## src/rtl/txq_pkg.sv

```systemverilog
// Package: shared types for the transmit packet-number queue pair.
// Assumes: nothing beyond IEEE 1800-2017.
package txq_pkg;
    typedef struct packed {
        logic empty;
        logic full;
    } txq_stat_t;
endpackage

```

## src/rtl/txq_fifo.sv

```systemverilog
// Module: txq_fifo
// A count-based circular FIFO of DEPTH words of W bits each. The head word is
// presented combinationally. A pop on an empty FIFO is ignored. A push on a
// full FIFO is accepted only if a pop is accepted in the same cycle.
// Assumes: DEPTH >= 2 and a synchronous active-low reset.
module txq_fifo
    import txq_pkg::*;
#(
    parameter int W     = 6,
    parameter int DEPTH = 4
) (
    input  logic            clk,
    input  logic            rst_n,
    input  logic            push,
    input  logic            pop,
    input  logic [W-1:0]    din,
    output logic [W-1:0]    dout,
    output txq_stat_t       stat
);
    localparam int PW = (DEPTH > 1) ? $clog2(DEPTH) : 1;
    localparam int CW = $clog2(DEPTH + 1);

    logic [W-1:0]  mem [DEPTH];
    logic [PW-1:0] rd_ptr;
    logic [PW-1:0] wr_ptr;
    logic [CW-1:0] cnt;
    logic          pop_acc;
    logic          push_acc;

    function automatic logic [PW-1:0] ptr_next(input logic [PW-1:0] p);
        return (p == PW'(DEPTH - 1)) ? '0 : p + 1'b1;
    endfunction

    // Derive the flags and the accepted strobes from the occupancy.
    always_comb begin
        stat.empty = (cnt == '0);
        stat.full  = (cnt == CW'(DEPTH));
        pop_acc    = pop & ~stat.empty;
        push_acc   = push & (~stat.full | pop_acc);
    end

    assign dout = mem[rd_ptr];

    // Store the pushed word at the write pointer.
    always_ff @(posedge clk) begin
        if (push_acc) begin
            mem[wr_ptr] <= din;
        end
    end

    // Advance the pointers and the occupancy count.
    always_ff @(posedge clk) begin
        if (!rst_n) begin
            rd_ptr <= '0;
            wr_ptr <= '0;
            cnt    <= '0;
        end else begin
            if (pop_acc)  rd_ptr <= ptr_next(rd_ptr);
            if (push_acc) wr_ptr <= ptr_next(wr_ptr);
            case ({push_acc, pop_acc})
                2'b10:   cnt <= cnt + 1'b1;
                2'b01:   cnt <= cnt - 1'b1;
                default: cnt <= cnt;
            endcase
        end
    end
endmodule

```

## src/rtl/txq_ctrl.sv

```systemverilog
// Module: txq_ctrl
// Turns the CPU and transmitter commands into push and pop strobes for the
// two queues. It couples the advance across both queues and keeps the sticky
// overflow flags.
// Assumes: the queue status it receives is the current-cycle status of each FIFO.
module txq_ctrl
    import txq_pkg::*;
(
    input  logic      clk,
    input  logic      rst_n,
    input  logic      enq_cmd,
    input  logic      adv_req,
    input  logic      auto_rel,
    input  logic      ack_cmd,
    input  txq_stat_t pend_stat,
    input  txq_stat_t cmp_stat,
    output logic      pend_push,
    output logic      pend_pop,
    output logic      cmp_push,
    output logic      cmp_pop,
    output logic      pend_ovf,
    output logic      cmp_ovf
);
    logic ack_ok;
    logic cmp_room;
    logic cmp_block;
    logic enq_drop;

    // Decide which queue moves this cycle.
    always_comb begin
        ack_ok    = ack_cmd & ~cmp_stat.empty;
        cmp_room  = ~cmp_stat.full | ack_ok;
        pend_pop  = adv_req & ~pend_stat.empty & (auto_rel | cmp_room);
        cmp_push  = pend_pop & ~auto_rel;
        cmp_pop   = ack_cmd;
        pend_push = enq_cmd;
        cmp_block = adv_req & ~auto_rel & ~pend_stat.empty & ~cmp_room;
        enq_drop  = enq_cmd & pend_stat.full & ~pend_pop;
    end

    // Latch the overflow events until reset.
    always_ff @(posedge clk) begin
        if (!rst_n) begin
            pend_ovf <= 1'b0;
            cmp_ovf  <= 1'b0;
        end else begin
            if (enq_drop)  pend_ovf <= 1'b1;
            if (cmp_block) cmp_ovf  <= 1'b1;
        end
    end
endmodule

```

## src/rtl/txq_pair.sv

```systemverilog
// Module: txq_pair (top)
// A pending queue fed by the CPU and a completion queue fed by the transmit
// advance. A normal advance moves the pending head into the completion queue.
// An auto-release advance discards it. An acknowledge pops the completion head.
// Assumes: at most one command of each kind per cycle, and a synchronous active-low reset.
module txq_pair
    import txq_pkg::*;
#(
    parameter int PN_W  = 6,
    parameter int DEPTH = 4
) (
    input  logic            clk,
    input  logic            rst_n,
    input  logic [PN_W-1:0] pn_reg,
    input  logic            enq_cmd,
    input  logic            adv_req,
    input  logic            auto_rel,
    input  logic            ack_cmd,
    output logic [PN_W-1:0] pend_head,
    output logic            tx_empty,
    output logic [PN_W-1:0] cmp_head,
    output logic            cmp_empty,
    output logic            tx_int,
    output logic            pend_ovf,
    output logic            cmp_ovf
);
    txq_stat_t pend_stat;
    txq_stat_t cmp_stat;
    logic      pend_push;
    logic      pend_pop;
    logic      cmp_push;
    logic      cmp_pop;

    txq_ctrl u_ctrl (
        .clk       (clk),
        .rst_n     (rst_n),
        .enq_cmd   (enq_cmd),
        .adv_req   (adv_req),
        .auto_rel  (auto_rel),
        .ack_cmd   (ack_cmd),
        .pend_stat (pend_stat),
        .cmp_stat  (cmp_stat),
        .pend_push (pend_push),
        .pend_pop  (pend_pop),
        .cmp_push  (cmp_push),
        .cmp_pop   (cmp_pop),
        .pend_ovf  (pend_ovf),
        .cmp_ovf   (cmp_ovf)
    );

    txq_fifo #(.W(PN_W), .DEPTH(DEPTH)) u_pend (
        .clk   (clk),
        .rst_n (rst_n),
        .push  (pend_push),
        .pop   (pend_pop),
        .din   (pn_reg),
        .dout  (pend_head),
        .stat  (pend_stat)
    );

    txq_fifo #(.W(PN_W), .DEPTH(DEPTH)) u_cmp (
        .clk   (clk),
        .rst_n (rst_n),
        .push  (cmp_push),
        .pop   (cmp_pop),
        .din   (pend_head),
        .dout  (cmp_head),
        .stat  (cmp_stat)
    );

    // Drive the status bits seen by the interrupt logic.
    always_comb begin
        tx_empty  = pend_stat.empty;
        cmp_empty = cmp_stat.empty;
        tx_int    = ~cmp_stat.empty;
    end
endmodule

```

## config.mk

```make
export PLATFORM = sky130hd
export DESIGN_NAME = txq_pair
export DESIGN_NICKNAME = d
export VERILOG_FILES = /design/src/rtl/txq_pkg.sv /design/src/rtl/txq_fifo.sv /design/src/rtl/txq_ctrl.sv /design/src/rtl/txq_pair.sv
export SDC_FILE = /design/constraint.sdc
export NUM_CORES = 1
export LEC_CHECK = 0
export ABC_AREA = 1
export BUFFER_PORTS_ARGS = -buffer_cell sky130_fd_sc_hd__buf_2
export CORE_UTILIZATION = 60
export CTS_CLUSTER_DIAMETER = 50
export CTS_CLUSTER_SIZE = 20
export DETAILED_ROUTE_END_ITERATION = 10
export PLACE_DENSITY = 0.81
export REMOVE_ABC_BUFFERS = 1
export SLEW_MARGIN = 20
export SYNTH_ARGS = -nofsm -noshare
export SYNTH_HDL_FRONTEND = slang
export SYNTH_SLANG_ARGS = --single-unit
```

## constraint.sdc

```tcl
create_clock -name clk -period 4.4 [get_ports clk]
set_input_delay 0.22 -clock clk [delete_from_list [all_inputs] [get_ports clk]]
set_output_delay 0.22 -clock clk [all_outputs]
set_load 0.01 [all_outputs]
```

==> flow_summary.ini, run 1 <==
[placement]
dp_slack_ns = 2.221
routabilityCongestion = 0.7531
dp_hpwl_mm = 3.158
port-buffer-count = 28
postPlaceCellArea_sq_um = 3014
dp_cells = 330

[sta]
slew_viol_final = 0
tns_ns = 0
setup_viol = 0
max_freq_ghz = 0.4538
worstMarginPinSlew_ns = 0.6153
min_period_ns = 2.204
timing.final.crit_share = 0.5008
rsz0062_at_grt = false
max-slew-margin-rel = 0.5883
finalHoldViolations = 0
fin_worst_skew_ns = 0.007159
layout_setup_ws_ns = 2.196

[critical_path]
r2r_end = u_pend.cnt[2]
end_kind = flip-flop
crit_type = reg -> reg
max_stage_delay_ns = 0.38
path_buf_inv = 1
cp_slowest_cell = fa_1
worstPathMaxFanout = 6
critical_path_required_ns = 4.62
reg2reg_slack_ns = 2.20
start_kind = flip-flop
crit_chain = nor2_2 -> nand3_1 -> nand2_2 -> nand2_2 -> nand2_2 -> ha_1 -> inv_1 -> fa_1 -> a21oi_1 -> o21ai_0 -> o21ai_0 -> a21oi_1
r2r_cells = 12
crit_family = simple AND/OR/NAND/NOR gates
crit_arrival_ns = 2.43
rr_startpoint = u_cmp.cnt[1]
cpMostUsedCell = nand2_2

[die]
ioPinCount = 29
start_util = 0.6363
core_sq_um = 4444
die_w_microns = 70.65
fp.dieH_microns = 70.65
die_area_sq_um = 4991
num_rows = 24

[global_route]
grt_use_met3 = 0.05271
busiest_layer = met2
gr-total-overflow = 0
grtUsageTotal = 0.2068
grt_pass1_vias = 1712
grt_max_degree = 15
antenna_found_initial = 0
globalRouteMet1Util = 0.2588
met2_usage = 0.3182
grt_first_pass_wirelength_mm = 7.631

[power]
leakage_nw = 1.244
p_clk_frac = 0.239
switchingPower_mw = 0.6680
p_sw_frac = 0.3415
p_comb_frac = 0.303
seqPwrFrac = 0.457
max-vdd-ir-drop_mv = 0.3038
powerDensity_nw_per_um2 = 613.0
p_int_mw = 1.288

[layout]
layout_commonest_cell = edfxtp_1
n_antenna_cell = 0
fin_cells = 346
area_growth_pct = 12.83
seq_area_sq_um = 1842
post-route-util = 0.7179
multiInputGateArea_sq_um = 832.0
drive_gt1_frac = 0.1701
nets = 315
mostFrequentLayoutCells = 48 x edfxtp_1, 45 x nor2_1, 35 x inv_1, 35 x o21ai_0, 28 x buf_2
fill_cells = 312
final_cell_area_sq_um = 3191

[logic_synthesis]
ys_seq_area_frac = 0.6513
synth_area_per_cell_sq_um = 11.09
synth_seq_cells = 68
postSynthCellCount = 255
netlist-cell-type-count = 21
synth_area_sq_um = 2828
ys_warn_count = 0

[hold_path]
min_from = pn_reg[3]
holdCritPathClass = in -> reg
hold-path-endpoint = u_pend.mem[2][3]
holdPathStages = 1

[detailed_routing]
drc = 6
antenna_left = 0
vias = 1820
drt-wirelength-per-cell_microns = 13.29
routed_wl_mm = 4.597
drtPass1Iterations = 8
drt-initial-drc-count = 82
drt-vias-per-instance = 5.260

[cts]
clock_latency_ns = 0.33
cts.path.max_buffers = 2
cts_setup_buffers = 0
tritoncts = built
htree_levels = 3
cts.root.buffer_cell = clkbuf_8
cts_num_sinks = 68
numCtsBuffers = 9
cts_hold_buffers = 0
ctsResizeCount = 0
clk_pin_slew_ns = 0.07

[outcome]
outcome = finished, violations left
violations = DRC

[run]
max-cap-violations = 0
==> power by group through the flow <==
stage          sequential, mW  combinational, mW  clock (mW)
2_1_floorplan           0.884              0.407           0
3_3_place_gp            0.904              0.572           0
3_5_place_dp            0.910              0.594           0
4_1_cts                 0.897              0.597       0.475
5_1_grt                 0.909              0.676       0.503
6_report                0.895              0.593       0.468
==> synthesized netlist by cell type <==
cell	count	area [sq um]
a21oi_1	11	55.05
a21oi_4	1	16.27
a31oi_1	1	6.260
clkbuf_1	5	18.77
dfxtp_1	20	400.4
edfxtp_1	48	1441
fa_1	2	40.04
ha_1	12	150.1
inv_1	35	131.4
inv_2	1	3.750
nand2_1	11	41.29
nand2_2	3	18.77
nand3_1	3	15.01
nand4_1	1	6.260
nor2_1	45	168.9
nor2_2	6	37.54
nor2_4	1	11.26
nor3_1	1	5.000
o211a_1	1	10.01
o21ai_0	35	175.2
o22ai_1	12	75.07
==> stage by stage <==
step | total power, mW | hold WS, ns
6_report | 1.956 | 0.09680
2_1_floorplan | 1.291 | 0.3189
5_1_grt | 2.088 | 0.09095
3_3_place_gp | 1.476 | 0.4334
4_1_cts | 1.969 | 0.08671
3_5_place_dp | 1.503 | 0.4382
==> cell families (layout without fill, tap and decap cells) <==
kind of cell,Yosys count,after routing,synth area share
buf+inv,41,80,0.05443
fa+ha+maj,14,14,0.06726
flops,68,68,0.6513
compound gates,61,61,0.1195
simple gates,71,71,0.1075
==> per-layer routing <==
metal / up-vias / wire (microns)
met5: - / 0
met4: 0 / 136
met3: 11 / 191
met2: 32 / 2158
met1: 840 / 2111
li1: 937 / -
==> sequential cells by signal, summed over array words and instances (netlist names), 2 cells and up, named ones only <==
name and cells:
u_cmp.mem 24, u_pend.rd_ptr 2, u_pend.cnt 3, u_cmp.wr_ptr 2
u_cmp.rd_ptr 2, u_pend.wr_ptr 2, u_cmp.cnt 3, u_pend.mem 24
==> area by class of cell <==
type,count,share of cell area
clock buffers,13,0.04353
repair buffers,28,0.04392
inverters,36,0.04235
flip-flops and latches,68,0.5773
well taps,52,0.02039
clock inverters,3,0.01176
multi-input cells,146,0.2608
==> how the worst max path moves through the flow <==
stage                              from            end  slack, ns  depth (start not counted)
after CTS                  u_cmp.cnt[2]  u_pend.cnt[2]       2.21                         13
after floorplan           u_pend.cnt[0]  u_pend.cnt[2]       2.43                         12
after global placement     u_cmp.cnt[2]  u_pend.cnt[2]       2.33                         13
after detailed placement   u_cmp.cnt[2]  u_pend.cnt[2]       2.22                         13
after global routing       u_cmp.cnt[2]  u_pend.cnt[2]       2.02                         13
final                      u_cmp.cnt[1]  u_pend.cnt[2]       2.20                         12
Note: power is estimated with default switching activity, not from simulation.
==> run 2, diff against run 1 <==
--- a/config.mk
+++ b/config.mk
@@ -7,11 +7,11 @@
 export LEC_CHECK = 0
 export ABC_AREA = 1
 export BUFFER_PORTS_ARGS = -buffer_cell sky130_fd_sc_hd__buf_2
-export CORE_UTILIZATION = 60
+export CORE_UTILIZATION = 58
 export CTS_CLUSTER_DIAMETER = 50
 export CTS_CLUSTER_SIZE = 20
 export DETAILED_ROUTE_END_ITERATION = 10
-export PLACE_DENSITY = 0.81
+export PLACE_DENSITY = 0.79
 export REMOVE_ABC_BUFFERS = 1
 export SLEW_MARGIN = 20
 export SYNTH_ARGS = -nofsm -noshare
==> constraint.sdc (replaced) <==
create_clock -name clk -period 2.2 [get_ports clk]
set_input_delay 0.11 -clock clk [delete_from_list [all_inputs] [get_ports clk]]
set_output_delay 0.11 -clock clk [all_outputs]
set_load 0.01 [all_outputs]
==> run 2 against run 1 <==
Net effect:
- highest routed layer unchanged
- non-clock buffer count is 11 higher
- the run still ends with DRC left
- final area grew 4.3%
- routed wire length rose by 4.7%
- setup slack worse by 2.0 ns
- fmax grew 9.1%
- combinational power rose by 120%
- register-to-register slack got worse by 2.0 ns
- critical path type unchanged
- critical endpoint is now u_cmp.cnt[2]
==> flow_summary.ini, run 2 (same netlist as run 1, synthesis figures left out) <==
[critical_path]
r2r_cells = 12
critical_path_required_ns = 2.42
cp_slowest_cell = fa_1
crit_family = compound AO/OA/AOI/OAI gates
crit_arrival_ns = 2.24
start_kind = flip-flop
crit_cells = 12
max_stage_delay_ns = 0.37
worstPathMaxFanout = 6
end_kind = flip-flop
crit_type = reg -> reg
crit_chain = nor2_2 -> a21oi_4 -> nand2_4 -> nor2_4 -> inv_4 -> ha_1 -> inv_1 -> fa_1 -> a21oi_1 -> o21ai_0 -> o21ai_0 -> a21oi_1
path_buf_inv = 2

[die]
ioPinCount = 29
num_rows = 25
die_area_sq_um = 5159
die_w_microns = 71.83
core_sq_um = 4692
start_util = 0.6027
fp.dieH_microns = 71.83

[sta]
max_freq_ghz = 0.4951
rsz0062_at_grt = false
min_period_ns = 2.020
tns_ns = 0
whs_ns = 0.1077
max-slew-margin-rel = 0.7204
timing.final.crit_share = 0.9180
setup_viol = 0
worstMarginPinSlew_ns = 0.4193
finalHoldViolations = 0
fin_worst_skew_ns = 0.008900
slew_viol_final = 0

[cts]
cts_num_sinks = 68
cts.path.max_buffers = 2
clock_latency_ns = 0.33
cts.root.buffer_cell = clkbuf_8
htree_levels = 3
clk_pin_slew_ns = 0.07
numCtsBuffers = 9
tritoncts = built

[detailed_routing]
routed_wl_mm = 4.815
drt-vias-per-instance = 5.206
vias = 1869
drt-initial-drc-count = 137
drt-wirelength-per-cell_microns = 13.41
drc = 2
drtPass1Iterations = 7
antenna_left = 0

[power]
max-vdd-ir-drop_mv = 0.5024
total_power_mw = 3.997
powerDensity_nw_per_um2 = 1201
leakage_nw = 1.314

[layout]
n_antenna_cell = 0
drive_gt1_frac = 0.2131
nets = 326
layout_commonest_cell = edfxtp_1
area_growth_pct = 17.70
largestRegisters = u_cmp.mem x24, u_pend.mem x24
mostFrequentLayoutCells = 48 x edfxtp_1, 44 x nor2_1, 35 x inv_1, 33 x o21ai_0, 28 x buf_2

[global_route]
antenna_found_initial = 0
grt_pass1_vias = 1820
grt_max_degree = 15
grt_first_pass_wirelength_mm = 7.797
grtUsageTotal = 0.2084
gr-total-overflow = 0

[outcome]
violations = DRC
outcome = finished, violations left

[hold_path]
holdCritPathClass = in -> reg
holdPathStages = 4

[run]
max-cap-violations = 0

[placement]
routabilityCongestion = 0.7414
port-buffer-count = 28
dp_hpwl_mm = 3.135
-- run 2: where the power goes --
part / leakage, nW / internal [mW] / switching (mW)
sequential: 0.601 / 1.63 / 0.131
clock: 0.0996 / 0.514 / 0.443
combinational: 0.613 / 0.462 / 0.814
total: 1.31 / 2.61 / 1.39
-- run 2: worst min-delay path, delay by kind of cell --
family	cells	cell delay, ns
AO/OA/AOI/OAI	1	0.05
buffers and inverters	1	0.10
AND/OR/NAND/NOR	2	0.12
-- run 2: metrics by stage --
| stage | cell area [sq um] | cells | worst slack [ns] | util |
|---|---|---|---|---|
| 3_5_place_dp | 3054 | 337 | 0.03418 | 0.6509 |
| 4_1_cts | 3297 | 359 | 0.01348 | 0.7027 |
| 3_3_place_gp | 3054 | 337 | 0.1383 | 0.6509 |
| 2_1_floorplan | 2809 | 250 | 0.2339 | - |
| 6_report | 3328 | 359 | 0.1804 | 0.7093 |
| 5_1_grt | 3328 | 359 | 0.003386 | 0.7093 |
-- run 2: timing repair --
item,CTS,global route
hold endpoints to repair,24,0
setup endpoints to repair,0,2
buffers inserted,0,0
gates resized for setup,0,10
hold buffers,6,0
-- run 2: worst paths after layout --
path                  start  slack, ns        endpoint
max           u_pend.cnt[1]       0.18    u_cmp.cnt[2]
min                 ack_cmd       0.11  u_ctrl.cmp_ovf
max reg2reg   u_pend.cnt[1]       0.18    u_cmp.cnt[2]
min reg2reg  u_ctrl.cmp_ovf       0.45  u_ctrl.cmp_ovf
-- run 2: area by class of cell --
cell class	count	area (sq um)
flip-flops and latches	68	1842
fillers	325	1364
multi-input cells	146	860.8
repair buffers	39	237.7
inverters	36	137.6
clock buffers	10	127.6
well taps	54	67.56
clock inverters	6	55.05
-- run 2: layer usage --
layer / track usage / share of wire / vias up
met4: 0.1264 / 0.021 / 0
met3: 0.04079 / 0.034 / 7
li1: - / - / 957
met2: 0.3679 / 0.51 / 28
met1: 0.2328 / 0.43 / 877
met5: 0 / 0 / -
==> run 3, diff against run 2 <==
--- a/config.mk
+++ b/config.mk
@@ -11,9 +11,10 @@
 export CTS_CLUSTER_DIAMETER = 50
 export CTS_CLUSTER_SIZE = 20
 export DETAILED_ROUTE_END_ITERATION = 10
-export PLACE_DENSITY = 0.79
+export PLACE_DENSITY = 0.78
 export REMOVE_ABC_BUFFERS = 1
 export SLEW_MARGIN = 20
 export SYNTH_ARGS = -nofsm -noshare
 export SYNTH_HDL_FRONTEND = slang
+export SYNTH_HIERARCHICAL = 1
 export SYNTH_SLANG_ARGS = --single-unit
==> run 3 against run 2 <==
Net effect:
- combinational power is essentially flat
- worst hold slack lost 0.014 ns
- synthesized cell count grew 7.1%
- register-to-register slack lost 0.06 ns
- critical path type unchanged
- the run now ends clean
- sequential share of layout area shrank 4.4 points
- core utilization grew 3.3 points
- clock skew shrank 0.0031 ns
==> flow_summary.ini, run 3 <==
[logic_synthesis]
netlist-cell-type-count = 28
synth_edf_count = 48
synthMostInstantiatedCell = edfxtp_1
synth_common_cells = 48 x edfxtp_1, 41 x inv_1, 40 x nor2_1, 26 x o21ai_0, 20 x dfxtp_1
synth_area_per_cell_sq_um = 11.06
ys_seq_area_frac = 0.6098
synth_top_area_cell = edfxtp_1
synth_seq_cells = 68
synth_ff_type = edfxtp_1
yosysTopAreaCellShare = 0.4772
ys_warn_count = 6
ys_async_sr_fraction = 0
postSynthCellCount = 273
synth.area.top_cells = edfxtp_1 48%, dfxtp_1 13%, inv_1 5.1%
synth_area_sq_um = 3020

[detailed_routing]
drt-wirelength-per-cell_microns = 13.00
drc = 0
drt-vias-per-instance = 5.085
drtPass1Iterations = 4
vias = 2024
antenna_left = 0
routed_wl_mm = 5.173
drt-initial-drc-count = 140

[layout]
drive_gt1_frac = 0.2931
nets = 350
post-route-util = 0.7421
fill_cells = 342
largestRegisters = u_cmp/mem x24, u_pend/mem x24
layout_commonest_cell = edfxtp_1
mostFrequentLayoutCells = 48 x edfxtp_1, 40 x nor2_1, 37 x inv_1, 28 x buf_2, 26 x o21ai_0
final_cell_area_sq_um = 3621
area_growth_pct = 19.88
n_antenna_cell = 0
fin_cells = 398

[cts]
clk_pin_slew_ns = 0.07
cts.root.buffer_cell = clkbuf_8
cts.path.max_buffers = 2
htree_levels = 3
clock_latency_ns = 0.34
numCtsBuffers = 9
cts_num_sinks = 68
tritoncts = built

[critical_path]
end_kind = flip-flop
crit_arrival_ns = 2.32
critical_path_required_ns = 2.43
start_kind = flip-flop
cpMostUsedCell = inv_2
cp_slowest_cell = fa_2
worstPathMaxFanout = 3
crit_chain = nor2_4 -> nand2_2 -> inv_2 -> inv_2 -> nor2_4 -> nand2_1 -> nand2_2 -> or2_1 -> inv_2 -> inv_2 -> nand3_4 -> fa_2 -> a21boi_1 -> nor2_1
crit_type = reg -> reg
max_stage_delay_ns = 0.53

[placement]
port-buffer-count = 28
routabilityCongestion = 0.8011
postPlaceCellArea_sq_um = 3284
dp_cells = 372
dp_hpwl_mm = 3.382
dp_slack_ns = 0.07674

[sta]
slew_viol_final = 0
max-slew-margin-rel = 0.6639
finalHoldViolations = 0
max_freq_ghz = 0.4797
min_period_ns = 2.084
fin_worst_skew_ns = 0.005792
layout_setup_ws_ns = 0.1156
tns_ns = 0
timing.final.crit_share = 0.9475
worstMarginPinSlew_ns = 0.5042
whs_ns = 0.09335
setup_viol = 0

[die]
start_util = 0.6190
fp.dieH_microns = 74.17
die_area_sq_um = 5500
die_w_microns = 74.17
num_rows = 25
core_sq_um = 4880
ioPinCount = 29

[global_route]
grt_max_degree = 14
antenna_found_initial = 0
grt_first_pass_wirelength_mm = 8.121
gr-total-overflow = 0
grt_pass1_vias = 1836
grtUsageTotal = 0.2085

[power]
powerDensity_nw_per_um2 = 1120
switchingPower_mw = 1.320
p_int_mw = 2.736
max-vdd-ir-drop_mv = 0.6541
seqPwrFrac = 0.409
p_clk_frac = 0.283
total_power_mw = 4.055
leakage_nw = 1.476
p_comb_frac = 0.308
p_sw_frac = 0.3254

[outcome]
outcome = completed

[run]
max-cap-violations = 0

[hold_path]
holdCritPathClass = in -> reg
==> run 3: changes by cell type after synthesis, moves of 5 or more <==
cell,before,now
clkbuf_1,5,0
nor2_2,6,1
o21ai_0,35,26
a21oi_1,11,6
inv_1,35,41
a21oi_2,0,6
nand2_4,0,6
nor2_1,45,40
==> run 3: worst paths after layout <==
check	slack (ns)	cells after the start	end	start
hold reg to reg	0.45	2	u_ctrl/cmp_ovf	u_ctrl/cmp_ovf
hold / removal	0.09	4	u_ctrl/cmp_ovf	auto_rel
setup / recovery	0.12	14	u_cmp/cnt[1]	u_cmp/cnt[1]
setup reg to reg	0.12	14	u_cmp/cnt[1]	u_cmp/cnt[1]
==> run 3: layout make-up <==
class / count / area (sq um) / share of cell area
flip-flops and latches: 68 / 1846 / 0.5097
well taps: 67 / 83.83 / 0.02315
multi-input cells: 153 / 985.9 / 0.2723
inverters: 46 / 172.7 / 0.04769
clock buffers: 12 / 155.1 / 0.04285
repair buffers: 48 / 305.3 / 0.08431
clock inverters: 4 / 72.57 / 0.02004
==> run 3: worst max-delay path, delay by kind of cell, from the launching register on <==
kind / cells / cell delay (ns)
DFF: 1 / 0.36
AOI/OAI and AO/OA: 1 / 0.15
adders and majority gates: 1 / 0.53
buffers and inverters: 4 / 0.23
and+or+nand+nor: 8 / 0.72
==> run 3: power by group through the flow <==
| stage | sequential, mW | combinational [mW] | clock (mW) |
|---|---|---|---|
| 2_1_floorplan | 1.67 | 0.800 | 0 |
| 3_3_place_gp | 1.68 | 1.12 | 0 |
| 3_5_place_dp | 1.68 | 1.16 | 0 |
| 4_1_cts | 1.65 | 1.17 | 1.17 |
| 5_1_grt | 1.68 | 1.40 | 1.21 |
| 6_report | 1.66 | 1.25 | 1.15 |
==> run 3: kinds of logic after synthesis <==
group                      after synthesis  share of synthesized area
AOI/OAI and AO/OA                       60                     0.1193
adders and majority gates               12                    0.05468
buffers and inverters                   52                    0.06876
and+or+nand+nor                         81                     0.1475
DFF                                     68                     0.6098
==> run 3: per-layer routing <==
| layer | routed length, microns | global-route usage | up-vias |
|---|---|---|---|
| li1 | - | - | 1025 |
| met1 | 2207 | 0.2534 | 954 |
| met2 | 2672 | 0.3253 | 38 |
| met3 | 197 | 0.06369 | 7 |
| met4 | 94 | 0.1325 | 0 |
| met5 | 0 | 0 | - |
==> run 3: what timing repair did <==
action / 4_1_cts / 5_1_grt
setup buffers: 0 / 4
endpoints found under the setup margin: 0 / 1
gates resized for setup: 0 / 9
hold buffers: 6 / 0
endpoints found under the hold margin: 24 / 0
